===== config.mk =====
export PLATFORM = sky130hd
export DESIGN_NAME = ff_freq_feedback
export DESIGN_NICKNAME = d
export VERILOG_FILES = /design/src/rtl/ff_feedback_pkg.sv /design/src/rtl/ff_gate_sync.sv /design/src/rtl/ff_err_trim.sv /design/src/rtl/ff_dac_map.sv /design/src/rtl/ff_freq_feedback.sv
export SDC_FILE = /design/constraint.sdc
export NUM_CORES = 1
export LEC_CHECK = 0
export BUFFER_PORTS_ARGS = -buffer_cell sky130_fd_sc_hd__buf_2
export CAP_MARGIN = 0
export CORE_UTILIZATION = 25
export DETAILED_ROUTE_END_ITERATION = 6
export GPL_ROUTABILITY_DRIVEN = 0
export SLEW_MARGIN = 10
export SYNTH_ARGS = -nofsm -noshare
export SYNTH_HDL_FRONTEND = slang
export SYNTH_SLANG_ARGS = --single-unit

===== constraint.sdc =====
create_clock -name clk -period 7.6 [get_ports clk]
set_input_delay 1.52 -clock clk [delete_from_list [all_inputs] [get_ports clk]]
set_output_delay 1.52 -clock clk [all_outputs]
set_load 0.02 [all_outputs]

===== src/rtl/ff_feedback_pkg.sv =====
package ff_feedback_pkg;
    typedef enum logic [1:0] {
        FF_WAIT = 2'd0,
        FF_MUL  = 2'd1,
        FF_ADD  = 2'd2,
        FF_PUB  = 2'd3
    } ff_state_t;
endpackage


===== src/rtl/ff_gate_sync.sv =====
module ff_gate_sync #(
    parameter int STAGES = 2
) (
    input  logic clk,
    input  logic rst_n,
    input  logic async_in,
    output logic sync_out
);
    logic [STAGES-1:0] chain;

    generate
        for (genvar i = 0; i < STAGES; i++) begin : g_stage
            if (i == 0) begin : g_first
                always_ff @(posedge clk or negedge rst_n) begin
                    if (!rst_n) chain[0] <= 1'b0;
                    else        chain[0] <= async_in;
                end
            end else begin : g_next
                always_ff @(posedge clk or negedge rst_n) begin
                    if (!rst_n) chain[i] <= 1'b0;
                    else        chain[i] <= chain[i-1];
                end
            end
        end
    endgenerate

    assign sync_out = chain[STAGES-1];
endmodule


===== src/rtl/ff_err_trim.sv =====
module ff_err_trim #(
    parameter int EW    = 16,
    parameter int LIMIT = 8192
) (
    input  logic signed [EW-1:0] err_in,
    output logic signed [EW-1:0] err_out
);
    localparam logic signed [EW-1:0] HI = LIMIT[EW-1:0];
    localparam logic signed [EW-1:0] LO = -HI;

    always_comb begin
        if (err_in > HI)      err_out = HI;
        else if (err_in < LO) err_out = LO;
        else                  err_out = err_in;
    end
endmodule


===== src/rtl/ff_dac_map.sv =====
module ff_dac_map #(
    parameter int FW    = 32,
    parameter int DW    = 16,
    parameter int SHIFT = 16
) (
    input  logic signed [FW-1:0] word_in,
    output logic        [DW-1:0] code_out
);
    localparam logic signed [FW-1:0] MAXV = FW'((64'sd1 <<< (DW-1)) - 64'sd1);
    localparam logic signed [FW-1:0] MINV = -MAXV - FW'(1);

    logic signed [FW-1:0] scaled;
    logic signed [DW-1:0] clipped;

    always_comb begin
        scaled = word_in >>> SHIFT;
        if (scaled > MAXV)      clipped = MAXV[DW-1:0];
        else if (scaled < MINV) clipped = MINV[DW-1:0];
        else                    clipped = scaled[DW-1:0];
        code_out = {~clipped[DW-1], clipped[DW-2:0]};
    end
endmodule


===== src/rtl/ff_freq_feedback.sv =====
module ff_freq_feedback
    import ff_feedback_pkg::*;
#(
    parameter int FW          = 32,
    parameter int EW          = 16,
    parameter int GW          = 16,
    parameter int DW          = 16,
    parameter int PROD_SHIFT  = 4,
    parameter int ERR_LIMIT   = 8192,
    parameter int DAC_SHIFT   = 16,
    parameter int SYNC_STAGES = 2
) (
    input  logic          clk,
    input  logic          rst_n,
    input  logic          upd_pulse,
    input  logic          beam_gate,
    input  logic [31:0]   curve_word,
    input  logic [15:0]   phase_err,
    input  logic [15:0]   err_gain,
    output logic [31:0]   freq_word,
    output logic          word_valid,
    output logic          dds_strobe,
    output logic [15:0]   dac_code
);
    localparam int PW = EW + GW;
    localparam int SW = FW + 1;
    localparam logic signed [FW-1:0] POS_MAX = {1'b0, {(FW-1){1'b1}}};
    localparam logic signed [FW-1:0] NEG_MAX = {1'b1, {(FW-1){1'b0}}};

    ff_state_t state_q, state_d;

    logic                 gate_sync;
    logic signed [EW-1:0] err_trim;
    logic signed [EW-1:0] err_q;
    logic signed [GW-1:0] gain_q;
    logic signed [FW-1:0] curve_q;
    logic signed [PW-1:0] prod_q;
    logic signed [PW-1:0] prod_sh;
    logic signed [SW-1:0] sum_ext;
    logic signed [FW-1:0] sum_q;
    logic signed [FW-1:0] sum_sat;
    logic        [DW-1:0] dac_next;

    ff_gate_sync #(.STAGES(SYNC_STAGES)) i_sync (
        .clk      (clk),
        .rst_n    (rst_n),
        .async_in (beam_gate),
        .sync_out (gate_sync)
    );

    ff_err_trim #(.EW(EW), .LIMIT(ERR_LIMIT)) i_trim (
        .err_in  (phase_err),
        .err_out (err_trim)
    );

    ff_dac_map #(.FW(FW), .DW(DW), .SHIFT(DAC_SHIFT)) i_dac (
        .word_in  (sum_q),
        .code_out (dac_next)
    );

    // state register
    always_ff @(posedge clk or negedge rst_n) begin
        if (!rst_n) state_q <= FF_WAIT;
        else        state_q <= state_d;
    end

    // transitions
    always_comb begin
        state_d = state_q;
        unique case (state_q)
            FF_WAIT: if (upd_pulse) state_d = FF_MUL;  // T_ACCEPT
            FF_MUL:  state_d = FF_ADD;                  // T_PRODUCT
            FF_ADD:  state_d = FF_PUB;                  // T_SUM
            FF_PUB:  state_d = FF_WAIT;                 // T_PUBLISH
        endcase
    end

    // saturating adder
    always_comb begin
        prod_sh = prod_q >>> PROD_SHIFT;
        sum_ext = {curve_q[FW-1], curve_q}
                + {{(SW-PW){prod_sh[PW-1]}}, prod_sh};
        if (sum_ext[SW-1] != sum_ext[SW-2])
            sum_sat = sum_ext[SW-1] ? NEG_MAX : POS_MAX;
        else
            sum_sat = sum_ext[FW-1:0];
    end

    // datapath and outputs
    always_ff @(posedge clk or negedge rst_n) begin
        if (!rst_n) begin
            err_q      <= '0;
            gain_q     <= '0;
            curve_q    <= '0;
            prod_q     <= '0;
            sum_q      <= '0;
            freq_word  <= '0;
            dac_code   <= {1'b1, {(DW-1){1'b0}}};
            word_valid <= 1'b0;
            dds_strobe <= 1'b0;
        end else begin
            word_valid <= 1'b0;
            dds_strobe <= 1'b0;
            unique case (state_q)
                FF_WAIT: begin
                    if (upd_pulse) begin
                        err_q   <= gate_sync ? err_trim : '0;
                        gain_q  <= err_gain;
                        curve_q <= curve_word;
                    end
                end
                FF_MUL: prod_q <= err_q * gain_q;
                FF_ADD: sum_q  <= sum_sat;
                FF_PUB: begin
                    freq_word  <= sum_q;
                    dac_code   <= dac_next;
                    word_valid <= 1'b1;
                    dds_strobe <= 1'b1;
                end
            endcase
        end
    end
endmodule


# Yosys cells after proc, flatten, opt, wreduce, memory -nomap -nowiden
# Cells that the tools add are included.
classes:
  addsub: 1
  mul: 1
  order_cmp: 4
  eq_ne: 5
  n_mux: 10
  bitwise_logic: 1
  n_reduce_logical: 2
op_table:
  columns: ["cell", "n"]
  rows:
  - ["2-to-1 mux 16 bit", 5]
  - ["2-to-1 mux 32 bit", 2]
  - ["adder 32 x 28 -> 33 bit", 1]
  - ["multiplier 16 x 16 -> 32 bit", 1]
  - ["> comparator 16 x 15 -> 1 bit (second input constant)", 1]
  - ["> comparator 16 bit (second input constant)", 1]
  - ["< comparator 16 x 14 -> 1 bit (second input constant)", 1]
  - ["< comparator 16 bit (second input constant)", 1]
  - ["one-hot mux 2 bit (4 select lines)", 1]
  - ["== test 2 bit (second input constant)", 2]
  - ["== test 2 x 1 -> 1 bit (second input constant)", 1]
  - ["logical NOT 2 bit", 1]
  - ["2-to-1 mux 2 bit", 1]
  - ["inequality test 2 bit (second input constant)", 1]
  - ["AND reduction 2 bit", 1]
  - ["2-to-1 mux 1 bit", 1]
  - ["inequality test 1 bit", 1]
  - ["inverter 1 bit", 1]
word_totals:
  register_bits: 181
  input_bits: 68
  output_inout_bits: 50
  wordCells: 35

# Depth between registers and ports, before layout
depth:
  word_depth: 4
  depth_mapped: 24
  mapped_depth_nobuf: 23

# By module
# From an unflattened synthesis, not the netlist that was laid out.
unflattened:
  hier_cells: 1884
  hier_area_um2: 18567.8
by_module_without_submodules:
  columns: ["mod", "n_inst", "cells_each", "area_per_inst_um2", "seq_area_each_um2"]
  rows:
  - ["ff_freq_feedback", 1, 1837, 18271.3, 4380.5]
  - ["ff_err_trim", 1, 29, 186.4, 0.0]
  - ["ff_dac_map", 1, 16, 60.1, 0.0]
  - ["ff_gate_sync", 1, 2, 50.0, 50.0]

# Worst setup path after synthesis
# No wires, ideal clock.
synth_path:
  path_type: "flip-flop to flip-flop"
  startpoint: "register gain_q[1]"
  endpoint: "register prod_q[30]"
  setup_ps: 125
  arrival_ps: 6180
  required_ps: 7475
  slack_ps: 1295
  stages_incl_launch_ff: 22
  path_buffers: 1
  synth_period_minus_slack_ps: 6305
  cell_sequence: "dfrtp_1 clkbuf_1 nand2_1 inv_1 fa_1 fa_1 inv_1 fa_1 fa_1 inv_1 fa_1 inv_1 fa_1 inv_1 ha_1 a21o_1 a21o_1 a22o_1 a311o_1 a41oi_1 xnor2_1 mux2_2"
synth_via:
  elab_chain_cells: 1
synth_rtl:
  columns: ["item", "line", "source"]
  rows:
  - ["from (decl)", "ff_freq_feedback.sv:35", "logic signed [GW-1:0] gain_q;"]
  - ["from (signal assigned)", "ff_freq_feedback.sv:108", "gain_q <= err_gain;"]
  - ["multiplier 16 x 16 -> 32 bit", "ff_freq_feedback.sv:112", "FF_MUL: prod_q <= err_q * gain_q;"]
  - ["to (signal assigned)", "ff_freq_feedback.sv:112", null]
  - ["to (decl)", "ff_freq_feedback.sv:37", "logic signed [PW-1:0] prod_q;"]
# No other way between the ends.
# A chain may end at the register's enable or synchronous reset.

# Worst setup path after layout
layout_path:
  startpoint: "register gain_q[1]"
  endpoint: "register prod_q[31]"
# The elaborated chain is that of the path after synthesis.

==> reports/metrics.cfg <==
[clock_network]
cts_made_buffers = 17
htree_levels = 4
cts_resized = 0
cts.root.buffer_cell = clkbuf_16
postCtsSetupRepairBufs = 0
clkLatencyLatePin_ps = 450
cts_buffer_depth = 2
tritoncts = done
path_clk_slew_ps = 80
hold_buffers = 0
cts_num_sinks = 177

[synthesis]
yosysTopAreaCellShare_pct = 28.6
synthCells = 1855
synth_ff_type = dfrtp_1
synth.area.top_cells = fa_1, dfrtp_1, ha_1
syn-num-nets = 2303
ys.warnings.count = 0
yosysTopAreaCell = fa_1
syn_area_per_cell_um2 = 9.93
ys_async_sr_fraction_pct = 100
synthDistinctLibCells = 70
synth_edf_count = 0
ys_ff_latch = 177
synthesis.area_mm2 = 0.0184
ys_seq_area_share_pct = 24.0

[global_route]
grt_pass1_wl_mm = 72.6
grt_max_degree = 96
overflow = 0
track_usage_pct = 12.2
first_global_vias = 13000
antenna_found_initial = 0

[finish]
n_antenna_cell = 0
drive_above_1_share_pct = 13.3
final_nets = 2375
syn_to_final_growth_pct = 11.8
fin_area_mm2 = 0.0206

[route]
dr.pass1.iters = 6
vias = 12700
vias_per_cell = 4.38
drcViolationCount = 0
wl_mm = 44.3
dr.first_iter.drc_count = 775
wire_per_inst_um = 15.3
ant_nets = 0

[critical_path]
critPathMaxFanout = 17
endpoint_kind = flop
rrSetupSlack_ps = 800
cp-start-kind = flop
path_class = reg -> reg
cp_data_required_time_ps = 7940
rr_worst_depth = 19
rr_startpoint = gain_q[1]$_DFFE_PN0P_
cp.arrival_ps = 7150
rr_endpoint = prod_q[31]$_DFFE_PN0N_

[sta]
rsz0062_at_grt = no
timing.slew.headroom_pct = 30.6
finalCriticalPeriod_ps = 6800
drv_slew = 0
finalClockSkew_ps = 17.9
tns_ps = 0
hold_violations = 0
worst_pin_slew_ps = 1040
post-route-period-util_pct = 89.5
finalSetupViolations = 0
timing.fmax_ghz = 0.147

[place]
hpwl_mm = 34.7
numPortBuffers = 117
dpl_cell_area_mm2 = 0.0200

[worst_hold_path]
hold_path_class = reg -> reg
min-delay-start = i_sync.chain[0]$_DFF_PN0_
hold_end = i_sync.sync_out$_DFF_PN0_
min_path_cells = 0

[floorplanning]
fp.dieArea_mm2 = 0.0748
die_h_um = 274
fp.dieW_um = 274
core_mm2 = 0.0730
rows = 99
start_util_pct = 25.3
num_io_pins = 118

[flow_run]
cap_violations = 0

[outcome]
status = completed

[layout make-up]
class,count,area (um2)
Tap cell,959,1200
Clock buffer,18,439
Fill cell,7686,52300
Sequential cell,177,4430
Clock inverter,14,171
Timing Repair Buffer,126,662
Multi-Input combinational cell,1236,12300
Inverter,369,1390
[layer usage]
metal / part of all wire, % / vias up / GRT usage, %
met5: 0 / - / 0
met4: 0.60 / 0 / 1.68
met3: 5.8 / 19 / 2.47
met2: 41 / 307 / 17.4
met1: 53 / 6287 / 19.0
li1: - / 6080 / -
[cells in the mapped netlist (all sizes together), types with 3 or more instances]
cell and n:
a211oi 16, o21a 10, dfrtp 176, o22ai 4, o21bai 7, a21oi 53, buf 9, a311o 3
a22oi 5, nor4 3, a31oi 32, xor2 11, clkbuf 64, a2111oi 5, mux2 84, xnor2 46
a21o 21, nor2b 5, inv 369, nand4 7, mux2i 6, fa 263, and3 4, o21ai 63
nand2 159, a21boi 5, nor2 54, o211ai 5, a22o 14, nand3 15, ha 117, o31ai 7
or3 7, o2bb2ai 28, nor3 13, nand2b 13, and2 124, or4 3
[worst max-delay path, cell delays in order, from the launching register on]
cell and delay [ps]:
dfrtp_1 790, nand2_1 180, fa_1 540, fa_1 580, fa_1 450, fa_1 550
inv_1 50, fa_1 500, inv_1 60, fa_1 500, inv_1 50, ha_1 380
nand3_1 150, o311ai_1 500, a2111oi_2 150, or3_1 430, a31oi_1 280, o31ai_1 130
mux2i_1 130, a311o_1 310
[layout by cell type (no fill, tap or decap), drive strengths merged, types with 5 or more instances in the layout]
cell     count
inv        374
fa         263
dfrtp      176
nand2      159
buf        125
and2       124
ha         117
mux2        84
o21ai       63
nor2        54
a21oi       53
xnor2       46
a31oi       32
o2bb2ai     28
a21o        21
clkbuf      19
a211oi      16
nand3       15
a22o        14
nand2b      13
nor3        13
xor2        11
o21a        10
clkinv       8
nand4        7
or3          7
o21bai       7
o31ai        7
mux2i        6
nor2b        5
o211ai       5
a21boi       5
a22oi        5
a2111oi      5
[through the flow]
stage          hold slack (ps)  utilization [%]  std cells  worst slack [ps]
6_report                   368             28.3       2899               797
5_1_grt                    376             28.3       2899               442
3_5_place_dp               350             27.4       2867               774
3_3_place_gp               344             27.4       2867               784
4_1_cts                    371             28.3       2899               805
2_1_floorplan              331                -       1855              1300
[registers in the layout, indices dropped and copies added, names as in the netlist]
signal / flops
curve_q: 32
freq_word: 32
sum_q: 32
prod_q: 28
dac_code: 16
err_q: 16
gain_q: 16
state_q: 2
dds_strobe: 1
i_sync.chain: 1
i_sync.sync_out: 1
[cell families after synthesis]
kind of cell	synth area share (%)
buffers and inverters	9.20
and+or+nand+nor	11.1
adders and majority gates	36.5
AOI/OAI and AO/OA	11.0
DFF	24.0
muxes	5.46
xor gates and xnor gates	2.71
[worst max-delay path by stage]
stage	from	end	slack, ps	cells past startpoint
5_1_grt	gain_q[1]$_DFFE_PN0P_	prod_q[31]$_DFFE_PN0N_	440	19
3_3_place_gp	gain_q[1]$_DFFE_PN0P_	prod_q[31]$_DFFE_PN0N_	780	19
6_report	gain_q[1]$_DFFE_PN0P_	prod_q[31]$_DFFE_PN0N_	800	19
3_5_place_dp	gain_q[1]$_DFFE_PN0P_	prod_q[31]$_DFFE_PN0N_	770	19
2_1_floorplan	gain_q[1]$_DFFE_PN0P_	prod_q[30]$_DFFE_PN0N_	1300	21
4_1_cts	gain_q[1]$_DFFE_PN0P_	prod_q[31]$_DFFE_PN0N_	810	19
Power is left out: the tool's default activity adds up to more than one toggle a clock period on the data nets, which glitch-free logic cannot reach.
